### config.mk
export PLATFORM = sky130hd
export DESIGN_NAME = fault_monitor
export DESIGN_NICKNAME = d
export VERILOG_FILES = /design/src/rtl/fsr_pkg.sv /design/src/rtl/fsr_chan_gate.sv /design/src/rtl/fsr_sticky.sv /design/src/rtl/fsr_regs.sv /design/src/rtl/fsr_pins.sv /design/src/rtl/fault_monitor.sv
export SDC_FILE = /design/constraint.sdc
export NUM_CORES = 1
export LEC_CHECK = 0
export CAP_MARGIN = 20
export CORE_MARGIN = 2
export CORE_UTILIZATION = 46
export DETAILED_ROUTE_END_ITERATION = 10
export PLACE_DENSITY = 0.76
export SYNTH_ARGS = -nofsm -noshare
export SYNTH_HDL_FRONTEND = slang
export SYNTH_HIERARCHICAL = 1
export SYNTH_SLANG_ARGS = --single-unit
### constraint.sdc
create_clock -name clk -period 1.75 [get_ports clk]
set_clock_uncertainty 0.2 [all_clocks]
set_input_delay 0.35 -clock clk [delete_from_list [all_inputs] [get_ports clk]]
set_output_delay 0.35 -clock clk [all_outputs]
set_load 0.03 [all_outputs]
### src/rtl/fsr_pkg.sv
// Package: shared constants, register addresses and bit positions for the
// fault status block. Assumes exactly two channels (the pin logic is wired
// for two pins).
package fsr_pkg;
    localparam int NCH = 2;
    localparam int DW  = 8;
    localparam int AW  = 3;

    localparam logic [AW-1:0] ADDR_EN_BASE   = 3'd0;
    localparam logic [AW-1:0] ADDR_STAT_BASE = 3'd2;
    localparam logic [AW-1:0] ADDR_CTRL      = 3'd4;

    // status bit positions
    localparam int SB_OV  = 0;
    localparam int SB_UV  = 1;
    localparam int SB_ILM = 2;
    localparam int SB_OC  = 3;
    localparam int SB_UC  = 4;
    localparam int SB_ISN = 5;
    localparam int SB_SH0 = 6;
    localparam int SB_SH1 = 7;

    // enable bit positions
    localparam int EB_OV  = 0;
    localparam int EB_UV  = 1;
    localparam int EB_ILM = 2;
    localparam int EB_OC  = 3;
    localparam int EB_ISN = 4;
    localparam int EB_FB  = 5;
    localparam int EN_BITS = 6;

    localparam logic [DW-1:0] EN_RST  = DW'((1 << EN_BITS) - 1);
    localparam logic [DW-1:0] POR_VAL = DW'(1 << SB_SH1);

    typedef struct packed {
        logic ov;
        logic uv;
        logic ilim;
        logic oc;
        logic uc;
        logic isn;
        logic fb;
    } chan_cond_t;
endpackage

### src/rtl/fsr_chan_gate.sv
// Module: per-channel gating. Applies the enable bits to the raw conditions
// of one channel and produces the status set vector and the pin pull request.
// Assumes shared status bits arrive already placed in sh_set.
module fsr_chan_gate
    import fsr_pkg::*;
(
    input  chan_cond_t      cond,
    input  logic [DW-1:0]   en,
    input  logic [1:0]      sh_set,
    output logic [DW-1:0]   set_vec,
    output logic            pull
);
    logic g_ov, g_uv, g_ilm, g_oc, g_isn, g_fb;

    // gate each enable-able fault with its enable bit
    always_comb begin
        g_ov  = cond.ov   & en[EB_OV];
        g_uv  = cond.uv   & en[EB_UV];
        g_ilm = cond.ilim & en[EB_ILM];
        g_oc  = cond.oc   & en[EB_OC];
        g_isn = cond.isn  & en[EB_ISN];
        g_fb  = cond.fb   & en[EB_FB];
    end

    // build the status set vector; feedback-open aliases onto overvoltage
    always_comb begin
        set_vec         = '0;
        set_vec[SB_OV]  = g_ov | g_fb;
        set_vec[SB_UV]  = g_uv;
        set_vec[SB_ILM] = g_ilm;
        set_vec[SB_OC]  = g_oc;
        set_vec[SB_UC]  = cond.uc;
        set_vec[SB_ISN] = g_isn;
        set_vec[SB_SH0] = sh_set[0];
        set_vec[SB_SH1] = sh_set[1];
    end

    // undercurrent is a diagnostic and pulls no pin
    always_comb begin
        pull = g_ov | g_uv | g_ilm | g_oc | g_isn | g_fb;
    end
endmodule

### src/rtl/fsr_sticky.sv
// Module: one sticky status register. Bits set from a live set vector; a
// clear strobe removes the snapshot bits whose condition is absent.
// Assumes clr_snap is the value software was shown for this register.
module fsr_sticky
    import fsr_pkg::*;
#(
    parameter logic [DW-1:0] RST_VAL = '0
) (
    input  logic            clk,
    input  logic            rst_n,
    input  logic [DW-1:0]   set_vec,
    input  logic            clr_en,
    input  logic [DW-1:0]   clr_snap,
    output logic [DW-1:0]   stat_q
);
    logic [DW-1:0] clr_mask;

    // bits eligible for clearing: reported and no longer present
    always_comb begin
        clr_mask = clr_en ? (clr_snap & ~set_vec) : '0;
    end

    // sticky register update
    always_ff @(posedge clk) begin
        if (!rst_n) stat_q <= RST_VAL;
        else        stat_q <= (stat_q & ~clr_mask) | set_vec;
    end

    // without a clear strobe no set bit drops
    assert_sticky_hold_R1: assert property (@(posedge clk) disable iff (!rst_n)
        !clr_en |=> ((stat_q & $past(stat_q)) == $past(stat_q)));

    // a live condition always leaves its bit set, even during a clear
    assert_live_kept_R5: assert property (@(posedge clk) disable iff (!rst_n)
        1'b1 |=> ((stat_q & $past(set_vec)) == $past(set_vec)));
endmodule

### src/rtl/fsr_regs.sv
// Module: register port. Holds enable and control registers, returns read
// data one edge after a read command, and tracks the pending status read so
// the clear fires at the response-done strobe. Assumes single-cycle strobes.
module fsr_regs
    import fsr_pkg::*;
(
    input  logic                    clk,
    input  logic                    rst_n,
    input  logic [AW-1:0]           reg_addr,
    input  logic                    reg_wr,
    input  logic [DW-1:0]           reg_wdata,
    input  logic                    reg_rd,
    input  logic                    rsp_done,
    input  logic [NCH-1:0][DW-1:0]  stat,
    output logic [NCH-1:0][DW-1:0]  en_q,
    output logic                    sync_en,
    output logic [DW-1:0]           reg_rdata,
    output logic [NCH-1:0]          clr_en,
    output logic [DW-1:0]           clr_snap
);
    logic [DW-1:0] rd_mux;
    logic          pend_q;
    logic [AW-1:0] pend_addr_q;

    // enable and control register writes; status addresses ignore writes
    always_ff @(posedge clk) begin
        if (!rst_n) begin
            for (int i = 0; i < NCH; i++) en_q[i] <= EN_RST;
            sync_en <= 1'b0;
        end else if (reg_wr) begin
            for (int i = 0; i < NCH; i++)
                if (reg_addr == ADDR_EN_BASE + AW'(i))
                    en_q[i] <= reg_wdata & EN_RST;
            if (reg_addr == ADDR_CTRL) sync_en <= reg_wdata[0];
        end
    end

    // read multiplexer; unmapped addresses return zero
    always_comb begin
        rd_mux = '0;
        for (int i = 0; i < NCH; i++) begin
            if (reg_addr == ADDR_EN_BASE + AW'(i))   rd_mux = en_q[i];
            if (reg_addr == ADDR_STAT_BASE + AW'(i)) rd_mux = stat[i];
        end
        if (reg_addr == ADDR_CTRL) rd_mux = {{(DW-1){1'b0}}, sync_en};
    end

    // capture read data and remember which register a response is pending for
    always_ff @(posedge clk) begin
        if (!rst_n) begin
            reg_rdata   <= '0;
            pend_q      <= 1'b0;
            pend_addr_q <= '0;
        end else if (reg_rd) begin
            reg_rdata   <= rd_mux;
            pend_q      <= 1'b1;
            pend_addr_q <= reg_addr;
        end else if (rsp_done) begin
            pend_q      <= 1'b0;
        end
    end

    // clear strobe for the status register whose response just ended
    always_comb begin
        for (int i = 0; i < NCH; i++)
            clr_en[i] = rsp_done & pend_q & (pend_addr_q == ADDR_STAT_BASE + AW'(i));
        clr_snap = reg_rdata;
    end

    // a read command always leaves a response pending
    assert_pend_after_rd_R4: assert property (@(posedge clk) disable iff (!rst_n)
        reg_rd |=> pend_q);

    // read data changes only on a read command
    assert_rdata_hold_R10: assert property (@(posedge clk) disable iff (!rst_n)
        !reg_rd |=> $stable(reg_rdata));
endmodule

### src/rtl/fsr_pins.sv
// Module: fault pin drivers. Combines per-channel pull requests and shared
// pull into two registered active-low pins; sync mode folds both channels
// onto pin 1 and releases pin 2. Assumes two channels.
module fsr_pins
    import fsr_pkg::*;
(
    input  logic            clk,
    input  logic            rst_n,
    input  logic [NCH-1:0]  pull,
    input  logic            shared_pull,
    input  logic            sync_en,
    output logic            flt1_n,
    output logic            flt2_n,
    output logic            flt2_oe
);
    logic any_ch;

    // OR of every channel request, used in sync mode
    always_comb begin
        any_ch = |pull;
    end

    // registered pin drive; reset state reflects the power-on-reset flag
    always_ff @(posedge clk) begin
        if (!rst_n) begin
            flt1_n  <= 1'b0;
            flt2_n  <= 1'b0;
            flt2_oe <= 1'b1;
        end else if (sync_en) begin
            flt1_n  <= ~(any_ch | shared_pull);
            flt2_n  <= 1'b1;
            flt2_oe <= 1'b0;
        end else begin
            flt1_n  <= ~(pull[0] | shared_pull);
            flt2_n  <= ~(pull[1] | shared_pull);
            flt2_oe <= 1'b1;
        end
    end

    // in sync mode pin 2 is released
    assert_sync_release_R8: assert property (@(posedge clk) disable iff (!rst_n)
        sync_en |=> (!flt2_oe && flt2_n));

    // a channel-2 request lands on pin 1 in sync mode
    assert_sync_fold_R8: assert property (@(posedge clk) disable iff (!rst_n)
        (sync_en && pull[1]) |=> !flt1_n);
endmodule

### src/rtl/fault_monitor.sv
// Module: top of the fault status block. Wires per-channel gating, two
// sticky status registers, the register port and the pin drivers.
// Assumes all inputs are synchronous to clk.
module fault_monitor
    import fsr_pkg::*;
(
    input  logic            clk,
    input  logic            rst_n,
    input  logic [1:0]      cond_ov,
    input  logic [1:0]      cond_uv,
    input  logic [1:0]      cond_ilim,
    input  logic [1:0]      cond_oc,
    input  logic [1:0]      cond_uc,
    input  logic [1:0]      cond_isn_open,
    input  logic [1:0]      cond_fb_open,
    input  logic            cond_rt_open,
    input  logic            cond_therm_warn,
    input  logic            cond_therm_sd,
    input  logic [2:0]      reg_addr,
    input  logic            reg_wr,
    input  logic [7:0]      reg_wdata,
    input  logic            reg_rd,
    input  logic            rsp_done,
    output logic [7:0]      reg_rdata,
    output logic            flt1_n,
    output logic            flt2_n,
    output logic            flt2_oe
);
    logic [NCH-1:0][DW-1:0] stat;
    logic [NCH-1:0][DW-1:0] en_q;
    logic [NCH-1:0][DW-1:0] set_vec;
    logic [NCH-1:0]         pull;
    logic [NCH-1:0]         clr_en;
    logic [DW-1:0]          clr_snap;
    logic                   sync_en;
    logic                   shared_pull;

    // shared faults that pull pins: resistor open, shutdown, pending power-on flag
    always_comb begin
        shared_pull = cond_rt_open | cond_therm_sd | stat[0][SB_SH1];
    end

    generate
        for (genvar c = 0; c < NCH; c++) begin : g_ch
            chan_cond_t cc;
            logic [1:0] sh;

            // assemble this channel's conditions and its shared status bits
            always_comb begin
                cc.ov   = cond_ov[c];
                cc.uv   = cond_uv[c];
                cc.ilim = cond_ilim[c];
                cc.oc   = cond_oc[c];
                cc.uc   = cond_uc[c];
                cc.isn  = cond_isn_open[c];
                cc.fb   = cond_fb_open[c];
                sh      = (c == 0) ? {1'b0, cond_rt_open} : {1'b0, cond_therm_warn};
            end

            fsr_chan_gate u_gate (
                .cond    (cc),
                .en      (en_q[c]),
                .sh_set  (sh),
                .set_vec (set_vec[c]),
                .pull    (pull[c])
            );

            fsr_sticky #(.RST_VAL((c == 0) ? POR_VAL : '0)) u_stat (
                .clk      (clk),
                .rst_n    (rst_n),
                .set_vec  (set_vec[c]),
                .clr_en   (clr_en[c]),
                .clr_snap (clr_snap),
                .stat_q   (stat[c])
            );
        end
    endgenerate

    fsr_regs u_regs (
        .clk       (clk),
        .rst_n     (rst_n),
        .reg_addr  (reg_addr),
        .reg_wr    (reg_wr),
        .reg_wdata (reg_wdata),
        .reg_rd    (reg_rd),
        .rsp_done  (rsp_done),
        .stat      (stat),
        .en_q      (en_q),
        .sync_en   (sync_en),
        .reg_rdata (reg_rdata),
        .clr_en    (clr_en),
        .clr_snap  (clr_snap)
    );

    fsr_pins u_pins (
        .clk         (clk),
        .rst_n       (rst_n),
        .pull        (pull),
        .shared_pull (shared_pull),
        .sync_en     (sync_en),
        .flt1_n      (flt1_n),
        .flt2_n      (flt2_n),
        .flt2_oe     (flt2_oe)
    );

    // thermal shutdown asserts every driven pin one edge later
    assert_tsd_pins_R7: assert property (@(posedge clk) disable iff (!rst_n)
        cond_therm_sd |=> (!flt1_n && (!flt2_n || !flt2_oe)));

    // feedback-open on an enabled channel 1 marks its overvoltage bit
    assert_fb_alias_R3: assert property (@(posedge clk) disable iff (!rst_n)
        (cond_fb_open[0] && en_q[0][EB_FB]) |=> stat[0][SB_OV]);
endmodule

==> impl_metrics.yaml <==
status:
  status: "complete, no violations"
power:
  power_frac_clock_pct: 32.0
  p_sw_share_pct: 25.21
  p_int_w: 0.001541
  combPwrFrac_pct: 15.6
  max-vdd-ir-drop_mv: 0.5255
  p_leak_nw: 1.234
  seq_power_share_pct: 52.4
  power_density_nw_per_um2: 752.0
  power_switching_w: 0.0005192
detailed_routing:
  antenna_left: 0
  drc_errors: 0
  num_vias: 1733
  wire_per_inst_um: 14.62
  drt-initial-drc-count: 107
  dr.pass1.iters: 4
  vias_per_cell: 5.284
  wl_mm: 4.796
global_routing:
  grt.overflow.total: 0
  grt_usage_pct: 19.24
  antenna_found_initial: 0
  grt_max_degree: 19
  grt_pass1_wl_mm: 7.610
  grt_pass1_vias: 1586
critical_path:
  rr_endpoint: "u_pins/flt1_n$_SDFF_PN0_"
  end_kind: "register"
  cp-start-kind: "input port"
  path_max_fanout: 3
  r2r_start: "u_regs/en_q[12]$_SDFFE_PN1P_"
  arrival_ps: 1710
  ff2ff_path_depth: 3
  cp_data_required_time_ps: 1760
  reg2reg_slack_ps: 50
  crit_type: "in2reg"
sta:
  setup_violations: 0
  rsz0062_at_grt: "false"
  finalCritPeriodShare_pct: 97.28
  fmax_mhz: 587.4
  period_minus_slack_ps: 1702
  hold_viol: 0
  slew_viol_final: 0
placed_design:
  dp_hpwl_mm: 3.610
  port_buffers: 41
  place.gp.congestion: 0.8493
  dp_cells: 319
worst_hold_path:
  hold_path.class: "in2reg"
  hold_end: "g_ch[1].u_stat/stat_q[1]$_SDFF_PN0_"
  holdPathStages: 4
  min_from: "cond_uv[1]"
yosys:
  avgSynthCellArea_um2: 9.348
  synth_area_um2: 2103
  postSynthCellCount: 225
  yosysWarnings: 6
floorplan:
  die_w_um: 71.62
  die_area_um2: 5129
  start_util_pct: 47.97
  fp.dieH_um: 71.62
  rows: 24
  coreArea_um2: 4384
  num_io_pins: 44
layout:
  areaGrowthSynthToFinish_pct: 30.22
  n_antenna_cell: 0
  drive_gt1_share_pct: 18.48
  final_cells: 328
  fin_util_pct: 62.47
  final_nets: 308
clock_tree:
  cts.path.max_buffers: 2
  cts_sinks: 44
  cts_inserted_buffers: 5
  htreeDepth: 2
  clock-root-buffer: "clkbuf_8"
  clk_latency_ps: 300
  cts_tree: "built"
  clk_pin_slew_ps: 80
run:
  cap_violations: 0
==> critical path: stages <==
cell             delay [ps]
clkdlybuf4s50_1         410
a22o_1                  250
or4_4                   510
a2111oi_4               190
==> cell usage in the layout (no fill, tap or decap), types with 5 or more instances in the layout <==
cell             instances
clkdlybuf4s50_1         23
buf_4                   30
a31oi_1                 15
nand2_1                 18
a21oi_1                  5
and2_1                   6
nor2b_1                 10
dfxtp_1                 43
inv_1                   18
dlygate4sd2_1           14
mux2i_1                 18
clkbuf_8                 6
o21ai_0                 20
==> power by group through the flow <==
stage / Clock [W] / Combinational, W / Sequential, W
6_report: 0.000658 / 0.000322 / 0.00108
5_1_grt: 0.000720 / 0.000347 / 0.00109
4_1_cts: 0.000675 / 0.000318 / 0.00108
3_5_place_dp: 0 / 0.000323 / 0.00110
3_3_place_gp: 0 / 0.000315 / 0.00110
2_1_floorplan: 0 / 0.000191 / 0.00109
==> worst max path at each step <==
stage | startpoint | depth (start not counted) | slack, ps | to
2_1_floorplan | cond_ov[1] | 3 | 40 | u_pins/flt1_n$_SDFF_PN0_
3_3_place_gp | cond_ov[1] | 4 | -450 | u_pins/flt1_n$_SDFF_PN0_
6_report | cond_ov[0] | 4 | 50 | u_pins/flt1_n$_SDFF_PN0_
4_1_cts | cond_oc[1] | 4 | 5 | u_pins/flt1_n$_SDFF_PN0_
5_1_grt | u_regs/en_q[12]$_SDFFE_PN1P_ | 3 | 0.4 | u_pins/flt1_n$_SDFF_PN0_
3_5_place_dp | cond_ov[1] | 4 | -490 | u_pins/flt1_n$_SDFF_PN0_
==> per-stage QoR <==
step	power (W)	setup TNS (ps)	hold slack (ps)	instance area, um2	worst slack, ps
5_1_grt	0.002154	0	277.8	2739	0.4046
3_5_place_dp	0.001425	-8619	270.2	2611	-492.6
4_1_cts	0.002072	0	291.6	2709	4.775
6_report	0.002060	0	272.1	2739	47.59
3_3_place_gp	0.001417	-8239	262.0	2611	-445.5
2_1_floorplan	0.001286	0	208.4	2107	35.54
==> sequential cells by signal, indices dropped and copies added (netlist names) <==
signal	flops
g_ch.u_stat/stat_q	16
u_regs/en_q	12
u_regs/clr_snap	8
u_regs/pend_addr_q	3
u_pins/flt1_n	1
u_pins/flt2_n	1
u_pins/flt2_oe	1
u_regs/pend_q	1
u_regs/sync_en	1
==> timing repair <==
action | 4_1_cts | 5_1_grt
hold buffers | 0 | 0
resized for setup | 18 | 7
pin swaps | 5 | 5
endpoints found under the setup margin | 27 | 3
setup buffers | 0 | 1
==> layout make-up <==
cell class	count	area, um2
inverter	18	67.56
clock inverter	2	10.01
multi-input combinational	134	983.4
timing repair buffer	72	648.1
tap	52	65.06
sequential	44	882.1
fill	378	1645
clock buffer	6	82.58
==> per-layer routing <==
layer | track usage, % | share of wire [%]
met5 | 0 | 0
met4 | 7.547 | 1.9
met3 | 3.797 | 4.7
met2 | 31.69 | 48
met1 | 24.89 | 46
Note: power is estimated with default switching activity, not from simulation.
